## src/rtl/osrx_pkg.sv

```systemverilog
package osrx_pkg;
  localparam int unsigned CHAR_W   = 8;
  localparam int unsigned BASE_OVS = 16;

  typedef enum logic [2:0] {
    ST_IDLE, ST_START, ST_DATA, ST_PAR, ST_STOP
  } rx_state_t;

  typedef struct packed {
    logic              fe;
    logic              pe;
    logic [CHAR_W-1:0] data;
  } rx_entry_t;
endpackage

```

## src/rtl/osrx_sync.sv

```systemverilog
module osrx_sync #(
  parameter int unsigned STAGES = 2
) (
  input  logic clk,
  input  logic rst,
  input  logic din,
  output logic dout
);
  logic [STAGES-1:0] chain_q;

  always_ff @(posedge clk) begin
    if (rst) chain_q <= '1;
    else     chain_q <= {chain_q[STAGES-2:0], din};
  end

  assign dout = chain_q[STAGES-1];
endmodule

```

## src/rtl/osrx_framer.sv

```systemverilog
module osrx_framer
  import osrx_pkg::*;
(
  input  logic       clk,
  input  logic       rst,
  input  logic       line_s,
  input  logic [1:0] div_sel,
  input  logic       par_en,
  input  logic       par_odd,
  output logic       push_o,
  output rx_entry_t  entry_o
);
  localparam int unsigned CNT_W  = $clog2(BASE_OVS * 4);
  localparam int unsigned BIT_W  = $clog2(CHAR_W);
  localparam logic [CNT_W-1:0] FULL16 = CNT_W'(BASE_OVS - 1);
  localparam logic [CNT_W-1:0] FULL32 = CNT_W'(BASE_OVS * 2 - 1);
  localparam logic [CNT_W-1:0] FULL64 = CNT_W'(BASE_OVS * 4 - 1);
  localparam logic [CNT_W-1:0] HALF16 = CNT_W'(BASE_OVS / 2 - 1);
  localparam logic [CNT_W-1:0] HALF32 = CNT_W'(BASE_OVS - 1);
  localparam logic [CNT_W-1:0] HALF64 = CNT_W'(BASE_OVS * 2 - 1);
  localparam logic [BIT_W-1:0] LAST_BIT = BIT_W'(CHAR_W - 1);

  rx_state_t         state_q;
  logic [CNT_W-1:0]  cnt_q;
  logic [BIT_W-1:0]  bitn_q;
  logic [CHAR_W-1:0] shreg_q;
  logic              par_acc_q;
  logic              pe_q;
  logic              line_d;
  logic              fall;
  logic [CNT_W-1:0]  full_lim;
  logic [CNT_W-1:0]  half_lim;

  // code 11 is reserved and runs like 10
  always_comb begin
    case (div_sel)
      2'b00:   begin full_lim = FULL16; half_lim = HALF16; end
      2'b01:   begin full_lim = FULL32; half_lim = HALF32; end
      default: begin full_lim = FULL64; half_lim = HALF64; end
    endcase
  end

  assign fall = line_d & ~line_s;

  always_ff @(posedge clk) begin
    if (rst) begin
      state_q   <= ST_IDLE;
      cnt_q     <= '0;
      bitn_q    <= '0;
      shreg_q   <= '0;
      par_acc_q <= 1'b0;
      pe_q      <= 1'b0;
      line_d    <= 1'b1;
      push_o    <= 1'b0;
      entry_o   <= '0;
    end else begin
      line_d <= line_s;
      push_o <= 1'b0;
      case (state_q)
        ST_IDLE: begin
          cnt_q <= '0;
          if (fall) state_q <= ST_START;
        end
        ST_START: begin
          if (cnt_q == half_lim) begin
            cnt_q <= '0;
            if (line_s) begin
              state_q <= ST_IDLE;
            end else begin
              state_q   <= ST_DATA;
              bitn_q    <= '0;
              par_acc_q <= par_odd;
              pe_q      <= 1'b0;
            end
          end else begin
            cnt_q <= cnt_q + 1'b1;
          end
        end
        ST_DATA: begin
          if (cnt_q == full_lim) begin
            cnt_q     <= '0;
            shreg_q   <= {line_s, shreg_q[CHAR_W-1:1]};
            par_acc_q <= par_acc_q ^ line_s;
            if (bitn_q == LAST_BIT) state_q <= par_en ? ST_PAR : ST_STOP;
            else                    bitn_q  <= bitn_q + 1'b1;
          end else begin
            cnt_q <= cnt_q + 1'b1;
          end
        end
        ST_PAR: begin
          if (cnt_q == full_lim) begin
            cnt_q   <= '0;
            pe_q    <= par_acc_q ^ line_s;
            state_q <= ST_STOP;
          end else begin
            cnt_q <= cnt_q + 1'b1;
          end
        end
        ST_STOP: begin
          if (cnt_q == full_lim) begin
            cnt_q        <= '0;
            push_o       <= 1'b1;
            entry_o.fe   <= ~line_s;
            entry_o.pe   <= pe_q;
            entry_o.data <= shreg_q;
            state_q      <= ST_IDLE;
          end else begin
            cnt_q <= cnt_q + 1'b1;
          end
        end
        default: state_q <= ST_IDLE;
      endcase
    end
  end

  // only a falling edge leaves idle
  assert_idle_hold_R2: assert property (@(posedge clk) disable iff (rst)
    (state_q == ST_IDLE && !fall) |=> state_q == ST_IDLE);

  // a high line at the half-bit check abandons the character
  assert_glitch_drop_R3: assert property (@(posedge clk) disable iff (rst)
    (state_q == ST_START && cnt_q == half_lim && line_s) |=> (state_q == ST_IDLE && !push_o));

  // a character is handed on only after the stop sample
  assert_push_after_stop_R5: assert property (@(posedge clk) disable iff (rst)
    push_o |-> $past(state_q == ST_STOP));

  // after handing on a character the receiver is back in idle
  assert_ready_after_stop_R6: assert property (@(posedge clk) disable iff (rst)
    push_o |-> state_q == ST_IDLE);
endmodule

```

## src/rtl/osrx_fifo.sv

```systemverilog
module osrx_fifo #(
  parameter int unsigned DEPTH = 4,
  parameter int unsigned W     = 10
) (
  input  logic         clk,
  input  logic         rst,
  input  logic         push,
  input  logic [W-1:0] din,
  input  logic         rd_en,
  output logic         valid,
  output logic [W-1:0] head,
  output logic         overrun
);
  localparam int unsigned AW = $clog2(DEPTH);
  localparam logic [AW:0]   FULL_CNT = (AW+1)'(DEPTH);
  localparam logic [AW-1:0] LAST_PTR = AW'(DEPTH - 1);

  logic [W-1:0]  mem [DEPTH];
  logic [AW-1:0] wptr_q, rptr_q;
  logic [AW:0]   count_q;
  logic          full, pop, accept;

  assign full   = (count_q == FULL_CNT);
  assign pop    = rd_en && (count_q != '0);
  assign accept = push && (!full || pop);

  always_ff @(posedge clk) begin
    if (accept) mem[wptr_q] <= din;
  end

  always_ff @(posedge clk) begin
    if (rst) begin
      wptr_q  <= '0;
      rptr_q  <= '0;
      count_q <= '0;
      overrun <= 1'b0;
    end else begin
      if (accept) wptr_q <= (wptr_q == LAST_PTR) ? '0 : wptr_q + 1'b1;
      if (pop)    rptr_q <= (rptr_q == LAST_PTR) ? '0 : rptr_q + 1'b1;
      case ({accept, pop})
        2'b10:   count_q <= count_q + 1'b1;
        2'b01:   count_q <= count_q - 1'b1;
        default: count_q <= count_q;
      endcase
      if (push && !accept) overrun <= 1'b1;
    end
  end

  assign valid = (count_q != '0);
  assign head  = mem[rptr_q];

  assert_no_overflow_R7: assert property (@(posedge clk) disable iff (rst)
    count_q <= FULL_CNT);

  assert_overrun_sticky_R8: assert property (@(posedge clk) disable iff (rst)
    overrun |=> overrun);

  assert_overrun_set_R8: assert property (@(posedge clk) disable iff (rst)
    (push && full && !rd_en) |=> (overrun && count_q == FULL_CNT));
endmodule

```

## src/rtl/oversampled_rx.sv

```systemverilog
module oversampled_rx
  import osrx_pkg::*;
#(
  parameter int unsigned FIFO_DEPTH  = 4,
  parameter int unsigned SYNC_STAGES = 2
) (
  input  logic              clk,
  input  logic              rst,
  input  logic              rx_in,
  input  logic [1:0]        div_sel,
  input  logic              par_en,
  input  logic              par_odd,
  input  logic              rd_en,
  output logic              rd_valid,
  output logic [CHAR_W-1:0] rd_data,
  output logic              rd_frame_err,
  output logic              rd_par_err,
  output logic              overrun
);
  localparam int unsigned ENTRY_W = $bits(rx_entry_t);

  logic      line_s;
  logic      push;
  rx_entry_t entry_in, entry_out;

  osrx_sync #(.STAGES(SYNC_STAGES)) u_sync (
    .clk(clk), .rst(rst), .din(rx_in), .dout(line_s)
  );

  osrx_framer u_framer (
    .clk(clk), .rst(rst), .line_s(line_s), .div_sel(div_sel),
    .par_en(par_en), .par_odd(par_odd), .push_o(push), .entry_o(entry_in)
  );

  osrx_fifo #(.DEPTH(FIFO_DEPTH), .W(ENTRY_W)) u_fifo (
    .clk(clk), .rst(rst), .push(push), .din(entry_in), .rd_en(rd_en),
    .valid(rd_valid), .head(entry_out), .overrun(overrun)
  );

  assign rd_data      = entry_out.data;
  assign rd_frame_err = entry_out.fe;
  assign rd_par_err   = entry_out.pe;

  // nothing is readable in the first cycle after reset
  assert_reset_empty_R9: assert property (@(posedge clk)
    $past(rst) |-> (!rd_valid && !overrun));
endmodule

```

## config.mk

```make
export PLATFORM = sky130hd
export DESIGN_NAME = oversampled_rx
export DESIGN_NICKNAME = d
export VERILOG_FILES = /design/src/rtl/osrx_pkg.sv /design/src/rtl/osrx_sync.sv /design/src/rtl/osrx_framer.sv /design/src/rtl/osrx_fifo.sv /design/src/rtl/oversampled_rx.sv
export SDC_FILE = /design/constraint.sdc
export NUM_CORES = 1
export LEC_CHECK = 0
export BUFFER_PORTS_ARGS = -buffer_cell sky130_fd_sc_hd__buf_2
export CELL_PAD_IN_SITES_DETAIL_PLACEMENT = 1
export CELL_PAD_IN_SITES_GLOBAL_PLACEMENT = 2
export CORE_ASPECT_RATIO = 1.75
export CORE_MARGIN = 2
export CORE_UTILIZATION = 42
export CTS_CLUSTER_DIAMETER = 120
export DETAILED_ROUTE_END_ITERATION = 16
export PLACE_DENSITY = 0.87
export SYNTH_ARGS = -nofsm -noshare
export SYNTH_HDL_FRONTEND = slang
export SYNTH_SLANG_ARGS = --single-unit
export TNS_END_PERCENT = 10
```

## constraint.sdc

```tcl
create_clock -name clk -period 2.25 [get_ports clk]
set_input_delay 0.3375 -clock clk [delete_from_list [all_inputs] [get_ports clk]]
set_output_delay 0.3375 -clock clk [all_outputs]
set_load 0.1 [all_outputs]
```

# Word-level counts from Yosys, hierarchy flattened
# Memories as Yosys holds them, arrays and structs flattened. A register that Yosys moved wholly into a read port is not among the register bits.
# Cells that the tools add are included.
[totals]
register_bits = 44
mem_bits_rw = 40
input_bits = 8
output_inout_bits = 12
wordCells = 103
mem_count = 1
[mem_list]
columns = ["name", "depth", "width", "read_ports", "rd_clocked_by_memory_dff", "wr", "line_no", "text"]
rows = [
  ["u_fifo.mem", 4, 10, 1, 1, 1, "osrx_fifo.sv:18", "logic [W-1:0] mem [DEPTH];"],
]
[classes]
add_sub_neg = 6
eq_ne = 21
n_mux = 34
bitwise = 4
reduce_logical = 21
[op_table]
columns = ["op", "n"]
rows = [
  ["two-way mux 3 bit", 11],
  ["one-hot mux 6 bit (3 select lines)", 1],
  ["one-hot mux 3 bit (5 select lines)", 1],
  ["two-way mux 6 bit", 2],
  ["!= test 2 x 1 -> 1 bit, second input constant", 6],
  ["one-hot mux 3 bit (2 select lines)", 2],
  ["one-hot mux 6 bit (2 select lines)", 1],
  ["two-way mux 2 bit", 5],
  ["one-hot mux 5 bit (2 select lines)", 1],
  ["== test 3 bit, second input constant", 3],
  ["two-way mux 1 bit", 8],
  ["AND reduction 4 bit", 2],
  ["adder 3 x 1 -> 3 bit, second input constant", 2],
  ["adder 6 x 1 -> 6 bit, second input constant", 1],
  ["== test 2 bit, second input constant", 3],
  ["== test 3 x 2 -> 1 bit, second input constant", 2],
  ["== test 6 x 5 -> 1 bit", 1],
  ["== test 6 bit", 1],
  ["AND reduction 6 bit", 1],
  ["nonzero test 2 bit", 3],
  ["nonzero test 3 bit", 2],
  ["AND reduction 5 bit", 1],
  ["adder 2 x 1 -> 2 bit, second input constant", 2],
  ["== test 2 x 1 -> 1 bit, second input constant", 2],
  ["other kinds (15)", 22],
]

# Longest topological paths before layout
[logic_depth]
ltp_word = 6
mapped_depth = 8
depth_no_buf = 8

# Hierarchy
# From an unflattened synthesis, not the netlist that was laid out.
[unflattened]
hier_cells = 297
area_unflattened_um2 = 3686.0
[modules_own_cells]
columns = ["module", "instances", "cells_each", "area_each_um2", "seq_area_each_um2"]
rows = [
  ["osrx_fifo", 1, 109, 1959.4, 1401.3],
  ["osrx_framer", 1, 184, 1674.1, 680.7],
  ["osrx_sync", 1, 4, 52.6, 40.0],
]

# Worst setup path before layout
# No wires, ideal clock.
[synth_path]
path_kind = "reg-to-output"
startpoint = "register with a tool-made name"
endpoint = "output rd_data[0]"
arrival_time_ns = 1.658
t_required_ns = 1.913
slack_ns = 0.254
stages_incl_launch_ff = 3
n_path_buf = 1
path_cell_list = "dfxtp_1 -> clkbuf_1 -> mux4_2"
[synth_lines]
columns = ["item", "line_no", "text"]
rows = [
  ["end, declared", "oversampled_rx.sv:15", "output logic [CHAR_W-1:0] rd_data,"],
]

# Worst setup path in the final report
[layout_path]
startpoint = "register u_framer.cnt_q[3]"
endpoint = "register u_framer.state_q[2]"
[layout_via]
elab_chain_len = 3
word_cells_on_any_way = 7
classes_between = "eq/ne: 6; reduce/logical: 1"
[layout_rtl]
columns = ["item", "line_no", "text"]
rows = [
  ["start, declared", "osrx_framer.sv:24", "logic [CNT_W-1:0] cnt_q;"],
  ["start signal, assigned", "osrx_framer.sv:76", "cnt_q <= cnt_q + 1'b1;"],
  ["start signal, assigned", "osrx_framer.sv:87", "cnt_q <= cnt_q + 1'b1;"],
  ["start signal, assigned", "osrx_framer.sv:96", "cnt_q <= cnt_q + 1'b1;"],
  ["== test 6 bit or == test 6 x 5 -> 1 bit (tied branches)", "-", ""],
  ["!= test 2 x 1 -> 1 bit (no line)", "-", ""],
  ["AND reduction 6 bit (no line) *", "-", ""],
  ["end signal, assigned", "osrx_framer.sv:84", "if (bitn_q == LAST_BIT) state_q <= par_en ? ST_PAR : ST_STOP;"],
  ["end, declared", "osrx_framer.sv:23", "rx_state_t state_q;"],
]
# Mark *: on every way between the ends. The rest lies on a longest branch, timed or not.
# A chain may end at the register's enable or synchronous reset.

==> impl_results.md <==
* Status: complete, no violations
* Register area share after synthesis at a little under 60%
* Reg-to-Reg Start: u_framer.cnt_q[3]
* Fraction of layout cells with a size suffix above 1 at between 20% and 30%
* Area delta synth->final at 14.8%
* Cell at the slowest stage of the critical path: or3_4
* RSZ-0062 raised after global routing: no
* Flop2flop setup slack at 0.21 ns
* Reg2reg path depth at 5
* Floorplan die width at 73.6 um
* Die outline area at 9250 um^2
* Total number of vias at 2181
* Chip height at 126 um
* Detailed-route DRC error count at 0
* Internal power at 2.53 mW
* Cell-by-cell listing of the critical path: or3_4 -> a2111oi_4 -> o22ai_1 -> or3_1 -> a21oi_1
* Relative contribution of the clock network to total power at between 30% and 40%
* Detailed-routing iteration count for the pre-antenna-repair pass at 4
* CTS tree: done
* Synthesized cell area at 3560 um^2
* Cell count after synthesis at approximately 280
* Crit path depth at 5
* Highest clock frequency the design can meet at 0.490 GHz
* Part of the total power dissipated in combinational logic at between 10% and 20%
* Leakage power summed over all cells at around 1.6 nW
* Master cell of the clock root buffer: clkbuf_16
* Initial standard-cell utilization of the core at 43.1%
* Proportion of synthesized area in mux cells at 13.4%
* Post-route non-filler standard cell count at 409
* Number of buffers created by CTS at 9
* Capture point of the critical path: u_framer.state_q[2]
* Wire per inst at 15.7 um
* Switching power of the nets at 0.840 mW
* Skew-Pair Late Insertion Delay at about 0.33 ns
* Number of global-route vias before repair at around 2400
* Mean post-synth cell area at 12.5 um^2
* Mean number of vias per cell at 5.33
* Pin count of the biggest net entering global routing at 26
* Fill cell total of the finished layout at roughly 880
* Adder-Cell Fraction of Synth Area at 3.38%
* Worst path max stage delay at 0.42 ns
* Cell Pwr Density at roughly 830 nW/um^2
* Area taken by multi-input logic gates at around 1300 um^2
* Final Critical Period at between 2 and 2.5 ns
* Area taken by flip-flops and latches at 2120 um^2
* Kind of critical path: flop to flop
* Least setup slack across all paths after layout at 0.209 ns
* Portion of total power attributed to sequential cells at 49.8%
* Reg2reg end: u_framer.state_q[2]
* IO buf count at 19
* Row cnt at 44
* Count of maximum capacitance violations at 0
* Ys async rst share at 0%
* Compound-gate portion of the synthesized area at 6.68%
* Tightest slew margin relative to the limit at between 60% and 70%
* GRT Total Usage at between 10% and 20%
* Crit path from: u_framer.cnt_q[3]
* Post-synthesis net count at between 300 and 400
* Number of design-rule violations left by the first detailed-router iteration at 103
* Number of enable flip-flop cells after synthesis at 40
* Total count of max-transition violations in the final report at 0
* Main combinational cell family by area after synthesis: multiplexers
* Core area at 8260 um^2
* GRT overflow at 0
* Minimum setup slack after placement at 0.205 ns
* Layout Nets at approximately 330
* Half-perimeter wire length after placement at 4710 um
* Total Wirelength at 6420 um
* Cell total after placement at 393
* Switching part of the total power at approximately 25%
* Global-route wire length before repair at 11000 um
* Count of cell types in the netlist at 45
* Post-synthesis xor/xnor area fraction at 1.48%
* H-tree depth at 3
* Final number of setup-violating endpoints at 0
* Crit path max-delay family: simple AND/OR/NAND/NOR gates
* Max rail drop VDD at 0.378 mV
* Antenna-violating nets left at 0
* Simple-gate share of the synthesized area at between 10% and 20%
* Number of antenna cells inserted at 0
* Final hold viol count at 0
* Total clock sinks at 86
* Data arrival, critical path at roughly 2.3 ns
* Crit share post-route at roughly nine tenths
* Total I/O pin count at 20
* Synth Register Bits at 86
* Skew final at 0.00522 ns
* Sort of element at the start of the critical path: flop
* Summed negative setup slack over all endpoints at 0 ns
* Number of setup buffers added after CTS at 0
* Worst min-delay path class: primary input to flop
* Antenna violations before repair at 0
* Weighted congestion reported at the end of routability-driven placement at 0.864
* Top FF cell, synth: dfxtp_1
* Total of warnings raised by yosys at 0
* Measured slew at the worst slew-check pin at 0.542 ns
* Clock transition at the registers of the reported paths at 0.06 ns
* Top fanout value on the critical path at 7
* Buffers & Inverters on Critical Path at 0
* Clock Tree Buf Depth at 2
* Cells resized by post-CTS repair at 0
* Hold buffer count at CTS at 0
* Required time at the endpoint of the critical path at 2.51 ns
* Nature of the critical path endpoint: flop
synth_stat cells, types with 2 or more instances:
| cell | number | share of area [%] |
|---|---|---|
| o21ai_0 | 5 | 0.70 |
| mux4_2 | 10 | 6.3 |
| ha_1 | 8 | 2.8 |
| a31oi_1 | 4 | 0.70 |
| mux2i_1 | 24 | 6.8 |
| inv_1 | 9 | 0.95 |
| a22oi_1 | 2 | 0.42 |
| or2_2 | 5 | 0.88 |
| nand3_1 | 5 | 0.70 |
| nor3_1 | 3 | 0.42 |
| dfxtp_1 | 46 | 26 |
| and2_1 | 4 | 0.70 |
| clkbuf_1 | 10 | 1.1 |
| nor2b_1 | 6 | 1.1 |
| xor2_1 | 4 | 0.98 |
| xnor2_1 | 2 | 0.49 |
| or3_1 | 4 | 0.70 |
| buf_4 | 2 | 0.42 |
| nor3b_1 | 2 | 0.42 |
| nand2_1 | 15 | 1.6 |
| edfxtp_1 | 40 | 34 |
| nor2_1 | 38 | 4.0 |
| a21oi_1 | 13 | 1.8 |
| nand3b_1 | 2 | 0.42 |
power groups by stage:
stage                     combinational [mW]  sequential (mW)  clock, mW
final                                  0.352             1.68       1.34
after global routing                   0.384             1.68       1.44
after CTS                              0.357             1.68       1.38
after detailed placement               0.356             1.71          0
after global placement                 0.348             1.71          0
after floorplan                        0.284             1.70          0
metrics by stage:
step / util, % / hold slack, ns / area [um^2] / power, mW
4_1_cts: 49.5 / 0.175 / 4080 / 3.42
3_3_place_gp: 46.1 / 0.397 / 3810 / 2.06
2_1_floorplan: - / 0.389 / 3560 / 1.99
3_5_place_dp: 46.1 / 0.397 / 3810 / 2.07
5_1_grt: 49.5 / 0.187 / 4080 / 3.51
6_report: 49.5 / 0.187 / 4080 / 3.37
placed cells by master, fill, tap and decap left out, types with 5 or more instances in the layout:
cell,instances
ha_1,8
dfxtp_1,46
buf_4,11
nor2b_1,6
nor2_1,38
clkbuf_16,9
edfxtp_1,40
a21oi_1,13
inv_1,9
nand3_1,5
or2_2,5
buf_2,19
mux4_2,10
mux2i_1,24
o21ai_0,5
nand2_1,15
routing by layer:
layer	routed length, um	up-vias	global-route usage [%]
met1	2520	1062	16.0
li1	-	1077	-
met2	3570	27	28.1
met4	172	0	8.45
met3	153	15	3.12
met5	0	-	0
state kept, by name, indices dropped and copies added (netlist names), named ones only:
signal,flops
u_fifo.count_q,3
u_fifo.mem,40
u_fifo.overrun,1
u_fifo.rptr_q,2
u_fifo.wptr_q,2
u_framer.bitn_q,3
u_framer.cnt_q,6
u_framer.entry_o,10
u_framer.line_d,1
u_framer.par_acc_q,1
u_framer.pe_q,1
u_framer.push_o,1
u_framer.shreg_q,8
u_framer.state_q,3
u_sync.chain_q,2
how the worst min path moves through the flow:
stage	from	to	slack, ns	cells past startpoint
2_1_floorplan	u_sync.chain_q[0]	u_sync.chain_q[1]	0.39	1
5_1_grt	rx_in	u_sync.chain_q[0]	0.19	2
3_3_place_gp	u_sync.chain_q[0]	u_sync.chain_q[1]	0.40	1
3_5_place_dp	u_sync.chain_q[0]	u_sync.chain_q[1]	0.40	1
6_report	rx_in	u_sync.chain_q[0]	0.19	2
4_1_cts	rx_in	u_sync.chain_q[0]	0.17	2
layout make-up:
type	count	area share (%)
flip-flops and latches	86	52.0
multi-input cells	175	32.8
clock buffers	9	5.51
repair buffers	31	4.84
well taps	92	2.82
clock inverters	7	1.23
inverters	9	0.827
cell families (layout without fill, tap and decap cells):
| family | Yosys count | count (layout) |
|---|---|---|
| AND/OR/NAND/NOR | 92 | 92 |
| flip-flops | 86 | 86 |
| multiplexers | 35 | 35 |
| AO/OA/AOI/OAI | 33 | 33 |
| buffers and inverters | 23 | 56 |
| adder cells (fa/ha/maj) | 9 | 9 |
| XOR/XNOR | 6 | 6 |
Note: power is estimated with default switching activity, not from simulation.
